**config.mk**
```make
export PLATFORM = sky130hd
export DESIGN_NAME = slot_seq
export DESIGN_NICKNAME = d
export VERILOG_FILES = /design/src/rtl/slot_seq_pkg.sv /design/src/rtl/slot_seq_control.sv /design/src/rtl/slot_seq_datapath.sv /design/src/rtl/slot_seq.sv
export SDC_FILE = /design/constraint.sdc
export NUM_CORES = 1
export LEC_CHECK = 0
export ABC_AREA = 1
export BUFFER_PORTS_ARGS = -buffer_cell sky130_fd_sc_hd__clkbuf_2
export CAP_MARGIN = 10
export CORE_AREA = 2 2 39 41
export CTS_CLUSTER_DIAMETER = 60
export DETAILED_ROUTE_END_ITERATION = 7
export DIE_AREA = 0 0 41 43
export GPL_TIMING_DRIVEN = 0
export PLACE_DENSITY = 0.63
export SLEW_MARGIN = 10
export SYNTH_ARGS = -nofsm -noshare
export SYNTH_HDL_FRONTEND = slang
export SYNTH_SLANG_ARGS = --single-unit
```
**constraint.sdc**
```tcl
create_clock -name clk -period 1.3 [get_ports clk]
set_input_delay 0.065 -clock clk [delete_from_list [all_inputs] [get_ports clk]]
set_output_delay 0.065 -clock clk [all_outputs]
set_load 0.01 [all_outputs]
```
**src/rtl/slot_seq_pkg.sv**
```systemverilog
package slot_seq_pkg;
  // Strobes from control to datapath
  typedef struct packed {
    logic advance;  // accepted tick: step the counter
    logic wrap;     // accepted tick in the last slot: return to slot 0
  } seqStrobe_t;
endpackage

```
**src/rtl/slot_seq_control.sv**
```systemverilog
module slot_seq_control #(
  parameter int SLOTS  = 16,
  localparam int SLOT_W = $clog2(SLOTS)
) (
  input  logic                     clk,
  input  logic                     rstN,
  input  logic                     tickIn,
  input  logic                     holdIn,
  input  logic [SLOT_W-1:0]        slot,
  output slot_seq_pkg::seqStrobe_t strobe,
  output logic                     trigOut
);
  localparam logic [SLOT_W-1:0] LAST_SLOT = SLOT_W'(SLOTS - 1);

  logic accept;
  assign accept        = tickIn && !holdIn;
  assign strobe.advance = accept;
  assign strobe.wrap    = accept && (slot == LAST_SLOT);

  // Trigger registered alongside the counter, so it rises with entry to slot 0
  always_ff @(posedge clk) begin
    if (!rstN) trigOut <= 1'b0;
    else       trigOut <= strobe.wrap;
  end

  p_trig_in_slot0_r5: assert property (@(posedge clk) disable iff (!rstN)
    trigOut |-> (slot == '0));
  p_trig_single_r5: assert property (@(posedge clk) disable iff (!rstN)
    trigOut |=> !trigOut);
  p_trig_from_last_r3: assert property (@(posedge clk) disable iff (!rstN)
    (tickIn && !holdIn && slot == LAST_SLOT) |=> (trigOut && slot == '0));
endmodule

```
**src/rtl/slot_seq_datapath.sv**
```systemverilog
module slot_seq_datapath #(
  parameter int SLOTS       = 16,
  parameter int FIRST_SLOT  = 3,
  parameter int SECOND_SLOT = 13,
  parameter int BASE_SLOT   = 15,
  localparam int SLOT_W     = $clog2(SLOTS)
) (
  input  logic                     clk,
  input  logic                     rstN,
  input  slot_seq_pkg::seqStrobe_t strobe,
  output logic [SLOT_W-1:0]        slot,
  output logic [SLOTS-1:0]         slotN,
  output logic                     gateFirst,
  output logic                     gateSecond,
  output logic                     gateBase
);
  logic [SLOT_W-1:0] slotNext;

  always_comb begin
    slotNext = slot;
    if (strobe.wrap)         slotNext = '0;
    else if (strobe.advance) slotNext = slot + 1'b1;
  end

  always_ff @(posedge clk) begin
    if (!rstN) slot <= '0;
    else       slot <= slotNext;
  end

  // Active-low one-hot decode of the slot number
  for (genvar k = 0; k < SLOTS; k++) begin : g_decode
    assign slotN[k] = (slot != SLOT_W'(k));
  end

  // Sample enables taken from the decoded strobes (high = track)
  assign gateFirst  = !slotN[FIRST_SLOT];
  assign gateSecond = !slotN[SECOND_SLOT];
  assign gateBase   = !slotN[BASE_SLOT];

  p_onehot_low_r4: assert property (@(posedge clk) disable iff (!rstN)
    $countones(~slotN) == 1);
  p_step_r2: assert property (@(posedge clk) disable iff (!rstN)
    (strobe.advance && !strobe.wrap) |=> (slot == $past(slot) + 1'b1));
  p_hold_freeze_r9: assert property (@(posedge clk) disable iff (!rstN)
    !strobe.advance |=> $stable(slot));
  p_gates_exclusive_r10: assert property (@(posedge clk) disable iff (!rstN)
    $onehot0({gateFirst, gateSecond, gateBase}));
  p_first_gate_r6: assert property (@(posedge clk) disable iff (!rstN)
    gateFirst |-> (slot == SLOT_W'(FIRST_SLOT)));
endmodule

```
**src/rtl/slot_seq.sv**
```systemverilog
module slot_seq #(
  parameter int SLOTS       = 16,
  parameter int FIRST_SLOT  = 3,
  parameter int SECOND_SLOT = 13,
  parameter int BASE_SLOT   = 15
) (
  input  logic             clk,
  input  logic             rstN,
  input  logic             tickIn,
  input  logic             holdIn,
  output logic [SLOTS-1:0] slotN,
  output logic             trigOut,
  output logic             gateFirst,
  output logic             gateSecond,
  output logic             gateBase
);
  localparam int SLOT_W = $clog2(SLOTS);

  slot_seq_pkg::seqStrobe_t strobe;
  logic [SLOT_W-1:0]        slot;

  slot_seq_control #(.SLOTS(SLOTS)) u_ctrl (
    .clk(clk), .rstN(rstN), .tickIn(tickIn), .holdIn(holdIn),
    .slot(slot), .strobe(strobe), .trigOut(trigOut)
  );

  slot_seq_datapath #(
    .SLOTS(SLOTS), .FIRST_SLOT(FIRST_SLOT),
    .SECOND_SLOT(SECOND_SLOT), .BASE_SLOT(BASE_SLOT)
  ) u_dp (
    .clk(clk), .rstN(rstN), .strobe(strobe), .slot(slot), .slotN(slotN),
    .gateFirst(gateFirst), .gateSecond(gateSecond), .gateBase(gateBase)
  );
endmodule

```
* After elaboration in Yosys (flattened, before gate mapping)
Cells that the tools add are included.
Storage, ports and cells: word-level logic and storage cells 28, register bits 5, input port bits 4
Cells by class: eq/ne operators 16, add/sub/neg operators 1, reductions and logical operators 8, bitwise gates (word level) 1
Operator list (count):
- 4-bit inequality test (second input constant) | 8
- 4-bit by 3-bit inequality test with 1-bit output (second input constant) | 4
- 4-bit by 2-bit inequality test with 1-bit output (second input constant) | 2
- 4-bit by 1-bit adder with 4-bit output (second input constant) | 1
- 4-bit == test (second input constant) | 1
- 1-bit zero test | 4
- 4-bit by 1-bit inequality test with 1-bit output (second input constant) | 1
- 4-bit nonzero test | 1
- 1-bit logical AND | 2
- 2-bit OR reduction | 1
- 1-bit NOT | 1

* Logic depth before layout (Yosys ltp)
Gate-level depths: netlist of run 1.
depth after elaboration 4, mapped depth 7, mapped depth without buffers 7

* Modules after synthesis
Synthesis of run 1 repeated with hierarchy kept, for this count alone.
Second synthesis, totals: cell total of the unflattened synthesis 67, area, all modules 462.9 sq um
Modules (own cells, without submodules):
- slot_seq_datapath | area an instance 391.6 sq um, times used 1, seq. area each 80.1 sq um, cells an instance 56
- slot_seq_control | area an instance 71.3 sq um, times used 1, seq. area each 20.0 sq um, cells an instance 11

* Worst setup path before layout of run 1
No wires, ideal clock.
path type register to register, start register u_dp.slot[1], end register u_dp.slot[3], path buffers 0, library setup time 0.113 ns, arrival 0.991 ns, required time 1.187 ns, cell stages (with the launch flop) 7, slack 0.196 ns, cell sequence dfxtp_1 > ha_1 > nand3_4 > nor2_1 > nor2_1 > nand2_1 > nor2_1
On the way: longest elaborated chain between the ends 3, elaborated cells between the ends (all ways) 4, classes of those cells add/sub: 1; eq/ne: 1; reduce/logical: 2
Ends and longest elaborated chain:
- start, declared | line slot_seq_datapath.sv:11 | output logic [SLOT_W-1:0] slot,
- start signal, assigned | line slot_seq_datapath.sv:27 | else slot <= slotNext;
- parallel branches: the longest is 3 deep, another holds 4-bit by 1-bit adder with 4-bit output
Several ways; the timed one is not identified. A chain may end at the register's enable or synchronous reset.

* Worst setup path after layout of run 1
start register u_dp.slot[1], end output gateSecond
On the way: longest elaborated chain between the ends 2
Ends and longest elaborated chain:
- 4-bit inequality test | line slot_seq_datapath.sv:32 | assign slotN[k] = (slot != SLOT_W'(k));
- 1-bit zero test | line slot_seq_datapath.sv:37 | assign gateSecond = !slotN[SECOND_SLOT];
- end, declared | line slot_seq.sv:14 | output logic gateSecond,
No other way between the ends.

==> impl_metrics.yaml, run 1 <==
cts:
  ctsHoldBuffers: 0
  clkTransAtPathRegs_ns: 0.04
  cts_tree: "built"
  clockBufferDepth: 2
  numCtsBuffers: 3
  cts_setup_buffers: 0
  cts_root_buf: "clkbuf_4"
  insertion_delay_ns: 0.24
  htreeDepth: 1
  cts.sinks: 5
worst_setup_path:
  cp-end-kind: "primary output"
  critPathKind: "flop to primary output"
  worstPathRequired_ns: 1.24
  start_kind: "flop"
  rr_worst_depth: 4
  crit_start: "u_dp.slot[1]"
  cp_max_fo: 5
  reg2reg_from: "u_dp.slot[0]"
  cp.arrival_ns: 1.14
global_route:
  grt_pass1_wl_um: 1338
  track_usage_pct: 11.46
  grt_overflow: 0
  grt_pass1_vias: 342
  antenna_found_initial: 0
  grt_max_degree: 11
power:
  power_frac_comb_pct: 14.1
  pwr-share-seq_pct: 41.5
  power.share.clock_pct: 44.4
  intPower_uw: 294.9
  power_switching_uw: 97.61
  leakage_nw: 0.2985
  irDropWorstVdd_mv: 0.5058
  power_density_mw_per_mm2: 668.8
  swShare_pct: 24.87
cells_and_area:
  layout-area-overhead-vs-synth_pct: 45.65
  final_layout_size_suffix_gt1_share_pct: 41.11
  fill_cells: 150
  n_antenna_cell: 0
  utilization_pct: 42.41
  fin_nets: 99
  final_cells: 106
floorplanning:
  num_rows: 14
  die_w_um: 41
  initial_core_util_pct: 29.11
  dieArea_mm2: 0.001763
  die_h_um: 43
  io_pins: 24
  coreArea_mm2: 0.001384
job:
  maxCapViolations: 0
timing:
  fin_hold_ws_ns: 0.08515
  skew_ns: 0.003200
  setup_violations: 0
  slew_viol_final: 0
  period_share_pct: 92.63
  final_hold_viol_count: 0
  slew_headroom_pct: 88.15
  rsz0062_at_grt: "no"
  setup_tns_ns: 0
  worst_pin_slew_ns: 0.1777
  min_period_ns: 1.204
  timing.fmax_mhz: 830.5
synthesis:
  synth_edf_count: 0
  async_flop_share_pct: 0
  ys_types: 14
  syn_nets: 71
  ys_seq_area_share_pct: 24.84
  synth.most_common_cell: "nand2_1"
  syn_inst: 63
  yosysTopAreaCellShare_pct: 24.84
  synth_top_cells_by_area: "dfxtp_1 (25%), nand2_1 (17%), ha_1 (12%)"
  ys.flop_type: "dfxtp_1"
  syn_avg_cell_area_um2: 6.395
  yosys.area.top_type: "dfxtp_1"
  ys_top_cells_by_count: "nand2_1 (18), inv_1 (11), nand3_1 (10), nor2_1 (7), dfxtp_1 (5)"
  ys_warn_count: 0
  synth_area_um2: 402.9
  synth_seq_cells: 5
placement:
  dp.cells: 102
  portBuffers: 23
  hpwl_um: 740.7
  gp_congestion: 0.7486
worst_hold_path:
  min_path_type: "input port to flop"
  whs_path_depth: 3
  hold_start: "rstN"
drt:
  wl_um: 923
  viasPerCell: 4.396
  detail_route.wl_per_cell_um: 8.708
  dr.pass1.iters: 4
  drtIter0Drc: 5
  postRouteAntennaNets: 0
  routed-via-count: 466
  drcViolationCount: 0
run_status:
  status: "finished, final reports clean"
## area by class of cell
class                           count  area [µm²]  share of cell area [%]
Multi-Input combinational cell     45       260.3                   44.35
Timing Repair Buffer               23       115.1                   19.62
Sequential cell                     5       105.1                   17.91
Buffer                              2       18.77                   3.198
Inverter                           11       41.29                   7.036
Clock buffer                        4       26.28                   4.478
Tap cell                           16       20.02                   3.412
## power groups by stage
stage	registers, mW	clock network [mW]	logic (mW)
2_1_floorplan	0.163	0	0.0348
3_3_place_gp	0.164	0	0.0534
3_5_place_dp	0.164	0	0.0534
4_1_cts	0.162	0.187	0.0535
5_1_grt	0.163	0.198	0.0607
6_report	0.163	0.174	0.0553
## worst max-delay path, cell delays in order, from the launching register on
cell      delay (ns)
dfxtp_4         0.36
inv_1           0.08
ha_1            0.21
nand2_1         0.09
inv_1           0.05
clkbuf_2        0.12
## sequential cells by signal, summed over array words and instances, names as in the netlist
register        count
u_dp.slot           4
u_ctrl.trigOut      1
## logic make-up (layout without fill, tap and decap cells)
kind of cell	Yosys count	count (layout)	synth area share, %
and+or+nand+nor	39	39	44.41
adders and majority gates	4	4	12.42
AOI/OAI and AO/OA	2	2	3.415
DFF	5	5	24.85
buffers and inverters	13	40	14.91
## path summary, 6_finish.rpt
path                     to  slack [ns]
max              gateSecond         0.1
min          u_ctrl.trigOut        0.09
max reg2reg    u_dp.slot[1]        0.27
min reg2reg    u_dp.slot[1]        0.52
## timing repair
action,4_1_cts,5_1_grt
setup endpoints to repair,3,15
gates cloned,0,0
gates resized for setup,1,6
## metal layers
layer | vias up | GRT usage, % | routed length (µm) | part of all wire, %
met2 | 17 | 15.31 | 466 | 50
met4 | 0 | 4.000 | 0 | 0
met1 | 200 | 14.19 | 395 | 43
met3 | 0 | 7.853 | 61 | 6.6
li1 | 249 | - | - | -
met5 | - | 0 | 0 | 0
## metrics by stage
step           area (µm²)  setup WS, ns  total power, mW
4_1_cts             566.8       0.01429           0.4022
3_3_place_gp        538.0       0.08882           0.2175
6_report            586.8       0.09584           0.3925
3_5_place_dp        538.0        0.1004           0.2177
2_1_floorplan       402.9        0.1958           0.1981
5_1_grt             586.8      0.002475           0.4215
## cell usage in the layout (no fill, tap or decap)
cell type	netlist	routed
a21oi_1	1	1
buf_4	1	1
buf_6	1	1
clkbuf_1	0	1
clkbuf_2	0	23
clkbuf_4	0	3
dfxtp_1	5	3
dfxtp_2	0	1
dfxtp_4	0	1
ha_1	4	1
ha_2	0	2
ha_4	0	1
inv_1	11	11
nand2_1	18	18
nand2_2	1	1
nand3_1	10	10
nand3_4	1	1
nor2_1	7	7
nor2_2	1	1
nor3_1	1	1
o21ai_2	1	1
Power figures use the tool's default switching activity.
==> inputs of run 2 (changes only) <==
--- a/config.mk
+++ b/config.mk
@@ -13,7 +13,7 @@
 export DETAILED_ROUTE_END_ITERATION = 7
 export DIE_AREA = 0 0 41 43
 export GPL_TIMING_DRIVEN = 0
-export PLACE_DENSITY = 0.63
+export PLACE_DENSITY_LB_ADDON = 0.08
 export SLEW_MARGIN = 10
 export SYNTH_ARGS = -nofsm -noshare
 export SYNTH_HDL_FRONTEND = slang
==> run 2 against run 1 <==
  * Maximum frequency fell by 0.79%
  * Worst setup slack got worse by 0.0096 ns
  * Die area did not move
  * Global-route usage rose by 0.41 points
  * Largest cell class unchanged
  * Critical endpoint is now gateBase
  * Flip-flop and latch count did not move
  * Sequential power barely moved
  * Utilization fell by 1.3 points
  * Wire length fell by 3.0%
  * Critical path depth fell by 1
  * Cell area fell by 3.0%
==> impl_metrics.yaml, run 2 (synthesis results as in run 1) <==
cts:
  htreeDepth: 1
  numCtsBuffers: 3
  cts_root_buf: "clkbuf_4"
  ctsHoldBuffers: 0
  clockBufferDepth: 2
  insertion_delay_ns: 0.24
  cts.sinks: 5
  clkTransAtPathRegs_ns: 0.04
  cts_tree: "built"
cells_and_area:
  largestRegisters: "u_dp.slot x4, u_ctrl.trigOut x1"
  final_layout_size_suffix_gt1_share_pct: 38.89
  layout-area-overhead-vs-synth_pct: 41.30
  layout_commonest_cell: "clkbuf_2"
  final_cell_area_um2: 569.3
  fin_nets: 99
  largest-register: "u_dp.slot"
  final_cell_mix: "clkbuf_2 (23), nand2_1 (18), inv_1 (11), nand3_1 (10), nor2_1 (7)"
  largest_reg_flops: 4
  final_cells: 106
  utilization_pct: 41.14
  n_antenna_cell: 0
power:
  power_switching_uw: 95.40
  power.share.clock_pct: 44.9
  intPower_uw: 294.9
  swShare_pct: 24.44
  leakage_nw: 0.3002
  power_density_mw_per_mm2: 685.6
  power_frac_comb_pct: 13.6
  irDropWorstVdd_mv: 0.3200
  pwr-share-seq_pct: 41.6
global_route:
  antenna_found_initial: 0
  grt_max_degree: 11
  grt_pass1_wl_um: 1435
  grt_pass1_vias: 371
  track_usage_pct: 11.87
  grt_overflow: 0
timing:
  min_period_ns: 1.214
  final_hold_viol_count: 0
  slew_viol_final: 0
  rsz0062_at_grt: "no"
  fin_hold_ws_ns: 0.08081
  setup_violations: 0
  timing.fmax_mhz: 823.9
  slew_headroom_pct: 88.55
  worst_pin_slew_ns: 0.1711
  period_share_pct: 93.36
  setup_tns_ns: 0
  skew_ns: 0.004160
worst_setup_path:
  cp.arrival_ns: 1.15
  cp_max_fo: 6
  rr_worst_depth: 4
  worstPathRequired_ns: 1.24
  critPathKind: "flop to primary output"
  cp-end-kind: "primary output"
  start_kind: "flop"
  regToRegSetupSlack_ns: 0.23
floorplanning:
  die_h_um: 43
  die_w_um: 41
  num_rows: 14
  coreArea_mm2: 0.001384
  io_pins: 24
  dieArea_mm2: 0.001763
  initial_core_util_pct: 29.11
worst_hold_path:
  whs_path_depth: 3
  min_path_type: "input port to flop"
placement:
  hpwl_um: 753.3
  gp_congestion: 0.6728
  portBuffers: 23
  place_area_um2: 538.0
  dp.cells: 102
drt:
  drtIter0Drc: 11
  detail_route.wl_per_cell_um: 8.443
  viasPerCell: 4.340
  wl_um: 895
  postRouteAntennaNets: 0
  routed-via-count: 460
  dr.pass1.iters: 3
  drcViolationCount: 0
job:
  maxCapViolations: 0
run_status:
  status: "finished, final reports clean"
[run 2: layout make-up]
type / count / area (µm²)
Buffer: 2 / 18.77
Clock buffer: 4 / 26.28
Fill cell: 160 / 814.5
Inverter: 11 / 41.29
Multi-Input combinational cell: 45 / 245.2
Sequential cell: 5 / 102.6
Tap cell: 16 / 20.02
Timing Repair Buffer: 23 / 115.1
[run 2: worst paths after layout]
| path | from | to |
|---|---|---|
| max | u_dp.slot[1] | gateBase |
| min | rstN | u_ctrl.trigOut |
| max reg2reg | u_dp.slot[1] | u_dp.slot[1] |
| min reg2reg | u_dp.slot[1] | u_dp.slot[1] |
[run 2: through the flow]
stage / total power [mW] / setup WS (ns)
after floorplan: 0.1981 / 0.1958
after global placement: 0.2181 / 0.07694
after detailed placement: 0.2175 / 0.07964
after CTS: 0.4013 / 0.004743
after global routing: 0.4205 / 0.01034
final: 0.3903 / 0.08629
[run 2: critical path, cell delays in order (launching register included)]
cell      delay (ns)
dfxtp_2         0.35
ha_2            0.26
nand3_4         0.11
inv_1           0.06
clkbuf_2        0.12
[run 2: repair_timing]
item                       4_1_cts  5_1_grt
setup buffers                    0        0
resized for setup                1        2
setup endpoints to repair        3       15
cloned                           0        0
[run 2: routing by layer]
metal | vias to the layer above | global-route usage, % | share of wire (%) | wire length, µm
li1 | 246 | - | - | -
met1 | 197 | 14.56 | 43 | 388
met2 | 15 | 18.13 | 48 | 427
met3 | 2 | 4.712 | 8.0 | 72
met4 | 0 | 4.000 | 0.78 | 7
met5 | - | 0 | 0 | 0
[run 2: power by group through the flow]
stage	sequential [mW]	combinational, mW	clock, mW
after floorplan	0.163	0.0348	0
after CTS	0.162	0.0534	0.186
final	0.162	0.0529	0.175
after detailed placement	0.164	0.0532	0
after global routing	0.163	0.0614	0.197
after global placement	0.164	0.0537	0
